### src/rtl/ifr_pkg.sv
package ifr_pkg;
  localparam int CTRL_EN   = 0;
  localparam int CTRL_HALF = 1;
  localparam int CTRL_UPD  = 2;

  typedef struct packed {
    logic upd_pend;
    logic half_rate;
    logic enable;
  } ifr_ctrl_t;
endpackage

### src/rtl/ifr_stage.sv
module ifr_stage
  import ifr_pkg::*;
#(
  parameter int WORD_W    = 32,
  parameter int NUM_WORDS = 4,
  parameter int ADDR_W    = 3
) (
  input  logic                              clk_i,
  input  logic                              rst_ni,
  input  logic                              wr_en_i,
  input  logic [ADDR_W-1:0]                 wr_addr_i,
  input  logic [WORD_W-1:0]                 wr_data_i,
  input  logic                              commit_i,
  input  logic                              busy_i,
  input  logic                              frame_start_i,
  output ifr_ctrl_t                         ctrl_o,
  output logic [NUM_WORDS-1:0][WORD_W-1:0]  shadow_o
);
  localparam logic [ADDR_W-1:0] CTRL_ADDR = ADDR_W'(NUM_WORDS);

  logic [NUM_WORDS-1:0][WORD_W-1:0] stage_q, shadow_q;
  ifr_ctrl_t ctrl_q;
  logic wr_ctrl;

  assign wr_ctrl = wr_en_i && (wr_addr_i == CTRL_ADDR);

  always_ff @(posedge clk_i or negedge rst_ni) begin
    if (!rst_ni) begin
      stage_q <= '0;
    end else if (wr_en_i) begin
      for (int i = 0; i < NUM_WORDS; i++)
        if (wr_addr_i == ADDR_W'(i)) stage_q[i] <= wr_data_i;
    end
  end

  always_ff @(posedge clk_i or negedge rst_ni) begin
    if (!rst_ni)       shadow_q <= '0;
    else if (commit_i) shadow_q <= stage_q;
  end

  always_ff @(posedge clk_i or negedge rst_ni) begin
    if (!rst_ni) begin
      ctrl_q <= '0;
    end else begin
      if (wr_ctrl) begin
        ctrl_q.enable    <= wr_data_i[CTRL_EN];
        ctrl_q.half_rate <= wr_data_i[CTRL_HALF];
      end
      // a fresh request wins over a commit in the same cycle
      ctrl_q.upd_pend <= (ctrl_q.upd_pend && !commit_i) || (wr_ctrl && wr_data_i[CTRL_UPD]);
    end
  end

  assign ctrl_o   = ctrl_q;
  assign shadow_o = shadow_q;

  assert_shadow_quiet_R4: assert property (@(posedge clk_i) disable iff (!rst_ni)
    !$stable(shadow_q) |-> !$past(busy_i));

  assert_commit_clears_R3: assert property (@(posedge clk_i) disable iff (!rst_ni)
    $fell(ctrl_q.upd_pend) |-> $past(frame_start_i && !busy_i));
endmodule

### src/rtl/ifr_sched.sv
module ifr_sched (
  input  logic clk_i,
  input  logic rst_ni,
  input  logic frame_start_i,
  input  logic enable_i,
  input  logic half_i,
  input  logic pend_i,
  input  logic busy_i,
  output logic start_o,
  output logic commit_o
);
  logic phase_q;

  always_ff @(posedge clk_i or negedge rst_ni) begin
    if (!rst_ni)            phase_q <= 1'b0;
    else if (!enable_i)     phase_q <= 1'b0;
    else if (frame_start_i) phase_q <= ~phase_q;
  end

  assign start_o  = frame_start_i && enable_i && (!half_i || !phase_q) && !busy_i;
  assign commit_o = frame_start_i && pend_i && !busy_i;
endmodule

### src/rtl/ifr_tx.sv
module ifr_tx #(
  parameter int WORD_W    = 32,
  parameter int NUM_WORDS = 4
) (
  input  logic                              clk_i,
  input  logic                              rst_ni,
  input  logic                              start_i,
  input  logic                              blank_i,
  input  logic                              ready_i,
  input  logic [NUM_WORDS-1:0][WORD_W-1:0]  shadow_i,
  output logic                              valid_o,
  output logic [WORD_W-1:0]                 data_o,
  output logic                              last_o,
  output logic                              busy_o
);
  localparam int IDX_W = (NUM_WORDS > 1) ? $clog2(NUM_WORDS) : 1;
  localparam logic [IDX_W-1:0] LAST_IDX = IDX_W'(NUM_WORDS - 1);

  logic             busy_q;
  logic [IDX_W-1:0] idx_q;
  logic             fire;

  assign valid_o = busy_q && blank_i;
  assign fire    = valid_o && ready_i;

  always_ff @(posedge clk_i or negedge rst_ni) begin
    if (!rst_ni) begin
      busy_q <= 1'b0;
      idx_q  <= '0;
    end else if (start_i) begin
      busy_q <= 1'b1;
      idx_q  <= '0;
    end else if (fire) begin
      if (idx_q == LAST_IDX) busy_q <= 1'b0;
      else                   idx_q  <= idx_q + 1'b1;
    end
  end

  assign data_o = shadow_i[idx_q];
  assign last_o = busy_q && (idx_q == LAST_IDX);
  assign busy_o = busy_q;

  assert_hold_word_R8: assert property (@(posedge clk_i) disable iff (!rst_ni)
    valid_o && !ready_i && blank_i |=> valid_o && $stable(data_o));

  assert_last_ends_R11: assert property (@(posedge clk_i) disable iff (!rst_ni)
    valid_o && ready_i && last_o |=> !busy_o);
endmodule

### src/rtl/ifr_pkt_sched.sv
module ifr_pkt_sched
  import ifr_pkg::*;
#(
  parameter int WORD_W    = 32,
  parameter int NUM_WORDS = 4,
  localparam int ADDR_W   = $clog2(NUM_WORDS + 1)
) (
  input  logic              clk_i,
  input  logic              rst_ni,
  input  logic              wr_en_i,
  input  logic [ADDR_W-1:0] wr_addr_i,
  input  logic [WORD_W-1:0] wr_data_i,
  output logic [2:0]        ctrl_o,
  input  logic              frame_start_i,
  input  logic              blank_i,
  output logic              pkt_valid_o,
  input  logic              pkt_ready_i,
  output logic [WORD_W-1:0] pkt_data_o,
  output logic              pkt_last_o
);
  ifr_ctrl_t ctrl;
  logic [NUM_WORDS-1:0][WORD_W-1:0] shadow;
  logic start, commit, busy;

  ifr_stage #(.WORD_W(WORD_W), .NUM_WORDS(NUM_WORDS), .ADDR_W(ADDR_W)) u_stage (
    .clk_i, .rst_ni, .wr_en_i, .wr_addr_i, .wr_data_i,
    .commit_i(commit), .busy_i(busy), .frame_start_i,
    .ctrl_o(ctrl), .shadow_o(shadow)
  );

  ifr_sched u_sched (
    .clk_i, .rst_ni, .frame_start_i,
    .enable_i(ctrl.enable), .half_i(ctrl.half_rate), .pend_i(ctrl.upd_pend),
    .busy_i(busy), .start_o(start), .commit_o(commit)
  );

  ifr_tx #(.WORD_W(WORD_W), .NUM_WORDS(NUM_WORDS)) u_tx (
    .clk_i, .rst_ni, .start_i(start), .blank_i, .ready_i(pkt_ready_i),
    .shadow_i(shadow), .valid_o(pkt_valid_o), .data_o(pkt_data_o),
    .last_o(pkt_last_o), .busy_o(busy)
  );

  assign ctrl_o = ctrl;

  assert_start_needs_en_R5: assert property (@(posedge clk_i) disable iff (!rst_ni)
    $rose(busy) |-> $past(ctrl.enable && frame_start_i));
endmodule

### config.mk
export PLATFORM = sky130hd
export DESIGN_NAME = ifr_pkt_sched
export DESIGN_NICKNAME = d
export VERILOG_FILES = /design/src/rtl/ifr_pkg.sv /design/src/rtl/ifr_stage.sv /design/src/rtl/ifr_sched.sv /design/src/rtl/ifr_tx.sv /design/src/rtl/ifr_pkt_sched.sv
export SDC_FILE = /design/constraint.sdc
export NUM_CORES = 1
export LEC_CHECK = 0
export BUFFER_PORTS_ARGS = -buffer_cell sky130_fd_sc_hd__buf_2
export CAP_MARGIN = 40
export CORE_MARGIN = 5
export CORE_UTILIZATION = 49
export DETAILED_ROUTE_END_ITERATION = 12
export GPL_TIMING_DRIVEN = 1
export PLACE_DENSITY_LB_ADDON = 0.25
export SLEW_MARGIN = 20
export SYNTH_ARGS = -nofsm -noshare
export SYNTH_HDL_FRONTEND = slang
export SYNTH_SLANG_ARGS = --single-unit
### constraint.sdc
create_clock -name clk_i -period 4.7 [get_ports clk_i]
set_input_delay 0.705 -clock clk_i [delete_from_list [all_inputs] [get_ports clk_i]]
set_output_delay 0.705 -clock clk_i [all_outputs]
set_load 0.02 [all_outputs]
After elaboration in Yosys (flattened, before gate mapping)
Cells that the tools add are included.

Input bits: 41. Register bits after elaboration: 263. Word-level logic and storage cells: 60.

$lt $le $gt $ge: 1. Reduce and logical (&&, ||, !) cells: 26. $add $sub $neg: 1. Equality and inequality tests: 7. Multiplexer cells: 10. Bitwise operators: 1.

Operator list (count): $bmux 32 s2 (1); $mux 32 (1); $reduce_and 2->1 (6); $logic_and 1x1->1 (11); $eq 3x2->1 const B (2); $mux 2 (3); $mux 1 (5); $logic_not 1->1 (4); $ne 2x2->1 const B (2); $reduce_bool 2->1 (2); $eq 3x1->1 const B (1); $eq 3x3->1 const B (1); $logic_not 3->1 (1); $lt 2x3->1 const B (1); $add 2x1->2 const B (1); $eq 2x2->1 const B (1); $logic_or 1x1->1 (2); $not 1->1 (1).

Logic depth before layout (Yosys ltp)
Depth after elaboration: 6. Depth in mapped cells: 5. Depth with buffers taken out: 4.

Hierarchy
Synthesis repeated with hierarchy kept, for this count alone.

Cell total of the unflattened synthesis: 613. Area total of the unflattened synthesis: 10686.5 µm².

By module, submodules not included: ifr_stage (cells each 552, area an instance 9658.0 µm², times used 1); ifr_tx (cells each 55, area an instance 965.9 µm², times used 1); ifr_sched (cells each 6, area an instance 62.6 µm², times used 1).

Worst setup path after synthesis
Ideal clock, no wire load.

Path kind: reg-to-output. From: reg u_tx.idx_q[0]. To: out pkt_data_o[10]. Data arrival time: 1.393 ns. Required time: 3.995 ns. Slack: 2.602 ns. Stages on the path, launching flop included: 4. Path through: dfrtp_1 -> buf_2 -> buf_2 -> mux4_2.

Word-level cells in the longest chain between the ends: 2.

RTL lines: start, declared (line ifr_tx.sv:20) `logic [IDX_W-1:0] idx_q;`; start signal, assigned (line ifr_tx.sv:35) `else idx_q <= idx_q + 1'b1;`; $bmux 32 s2 (line ifr_tx.sv:39) `assign data_o = shadow_i[idx_q];`; $mux 32 (not written as such) (line ifr_tx.sv:39); end, declared (line ifr_pkt_sched.sv:18) `output logic [WORD_W-1:0] pkt_data_o,`.

No other way between the ends. The select of a mux whose other input is x is not followed.

Worst setup path after layout
From: reg u_tx.idx_q[0]. To: out pkt_data_o[0].

The elaborated chain is that of the path after synthesis.

==> impl_metrics.yaml <==
floorplanning:
  ios: 78
  initial_core_util_pct: 49.5
  dieHeight_um: 158
  die_w_um: 158
  die_area_mm2: 0.0250
  rows: 54
  core_area_mm2: 0.0217
worst_setup_path:
  cp_data_required_time_ps: 3990
  critical_path.max_fanout: 19
  start_kind: "flip-flop"
  end_kind: "output port"
  cp.arrival_ps: 2550
  crit_type: "reg2out"
logic_synthesis:
  synth_nets: 658
  synth_seq_cells: 263
  synth_flop_cell: "dfrtp_1"
  syn_area_mm2: 0.0107
  yosys_warnings: 0
  avgSynthCellArea_um2: 17.4
  synth_top_area_cell: "dfrtp_1"
  synthArstFlopShare_pct: 100
  syn_inst: 616
  synth_top_area_share_pct: 61.3
  ys_types: 25
  synth-edff-count: 0
  seq_area_frac_synth_pct: 61.3
  synthTopCellsByArea: "dfrtp_1, mux2_2, mux4_2"
clock_tree:
  clk_latency_ps: 540
  htree_levels: 1
  clkSinkCount: 263
  cts_resized: 0
  ctsHoldBuffers: 0
  cts_made_buffers: 29
  cts_setup_buffers: 0
  root_buffer: "clkbuf_16"
  cts_tree: "yes"
  clkSlewWorstSetupHoldPaths_ps: 60
  cts_buffer_depth: 3
final_layout:
  fillers: 1696
  nNetsFinal: 740
  multiInputGateArea_mm2: 0.00388
  area_delta_synth_final_pct: 15.4
  diodes: 0
  drive_gt1_share_pct: 58.4
  regArea_mm2: 0.00658
sta:
  fin_skew_ps: 18.2
  setup_viol: 0
  hold_ws_ps: 13.0
  worst_pin_slew_ps: 614
  slew_headroom_pct: 59.0
  fmax_mhz: 307
  rsz0062_at_grt: "false"
  fin_crit_sh_pct: 69.4
  setup_tns_ps: 0
  slew_violations: 0
  timing.final.ws_setup_ps: 1440
  period_minus_slack_ps: 3260
  hold_viol_final: 0
power:
  p_leak_nw: 5.69
  power.density_mw_per_mm2: 641
  power.total_mw: 7.94
  vdd_ir_drop_max_mv: 0.397
place:
  place_ws_ps: 1900
  detailed_place_hpwl_mm: 12.5
  port_buffers: 77
  gp_congestion: 0.761
routing:
  drt_iter0_drc: 201
  via_per_inst: 5.49
  route.detailed.drc: 0
  wl_per_cell_um: 20.3
  postRouteWirelength_mm: 20.3
  via_count: 5493
  first_pass_iters: 4
  ant_nets: 0
run_status:
  status: "finished, final reports clean"
global_routing:
  grt_antenna_before_repair: 2
  grt_max_degree: 131
  grt_pass1_vias: 6254
  grt_use_total_pct: 16.9
  gr-total-overflow: 0
  grt_pass1_wl_mm: 33.5
job:
  max_cap_violations: 0
min_path:
  min_path_type: "in2async"
## final cells by class
cell class	count	area share (%)
clock buffers	41	6.63
clock inverters	13	1.41
inverters	1	0.0303
multi-input cells	313	31.3
flip-flops and latches	263	53.2
well taps	280	2.83
repair buffers	90	4.58
## cells in the final DEF (no fill, tap or decap), drive strengths merged
master and n:
nand2 3, ha 1, nor4bb 2, clkbuf 41
o2bb2ai 1, mux2i 1, nor2b 1, a21o 1
clkinv 7, and2 3, nand4b 2, dfrtp 263
nand3 1, bufinv 4, nor4b 1, inv 3
nor3 1, xor2 2, mux4 32, and3 1
nor2 2, buf 90, mux2 258
## final timing paths
path	slack [ps]	cells after the start	end	from
max	1440	3	pkt_data_o[0]	u_tx.idx_q[0]
min	10	1	u_stage.stage_q[122]	rst_ni
min in group clk_i	440	2	u_stage.stage_q[45]	wr_data_i[13]
min reg2reg	480	1	u_stage.stage_q[79]	u_stage.stage_q[79]
max reg2reg	2850	4	u_stage.shadow_o[83]	u_tx.busy_o
max in group asynchronous	3510	3	u_stage.stage_q[60]	rst_ni
## power breakdown
part	total, mW	switching, mW	internal (mW)
registers	3.52	0.471	3.05
logic	2.10	0.915	1.19
clock network	2.31	0.877	1.44
## critical path, stage by stage (launching register included)
cell and delay [ps]:
dfrtp_2 750, buf_4 490, mux4_2 580, buf_2 180
## routing by layer
metal | GRT usage, % | wire length, µm
met5 | 0 | 31
met4 | 3.45 | 364
met3 | 3.55 | 934
met2 | 28.3 | 9970
met1 | 23.3 | 9010
## through the flow
step                      utilization [%]  cell area, µm²  instances
after floorplan                         -           10700        616
after global placement               52.1           11300        943
after detailed placement             52.3           11300        945
after CTS                            56.9           12300        999
after global routing                 57.1           12400       1001
final                                57.1           12400       1001
## cells by family (layout without fill, tap and decap cells)
logic type,count (synthesis),count (layout),synth area share [%]
flops,263,263,61.3
fa+ha+maj,1,1,0.117
buf+inv,40,145,2.82
mux,291,291,34.2
simple gates,17,17,1.15
compound gates,2,2,0.152
xor+xnor,2,2,0.163
## state kept, by name, indices dropped and copies added, names as in the netlist
| signal | flops |
|---|---|
| u_stage.shadow_o | 128 |
| u_stage.stage_q | 128 |
| u_stage.ctrl_o | 3 |
| u_tx.idx_q | 2 |
| u_sched.phase_q | 1 |
| u_tx.busy_o | 1 |
## synthesized netlist by cell type (all sizes together) (2+ instances only)
master,count
dfrtp,263
mux2,258
buf,37
mux4,32
and2,3
nand2,3
clkbuf,2
nand4b,2
nor2,2
nor4bb,2
xor2,2
Note: power is estimated with default switching activity, not from simulation.
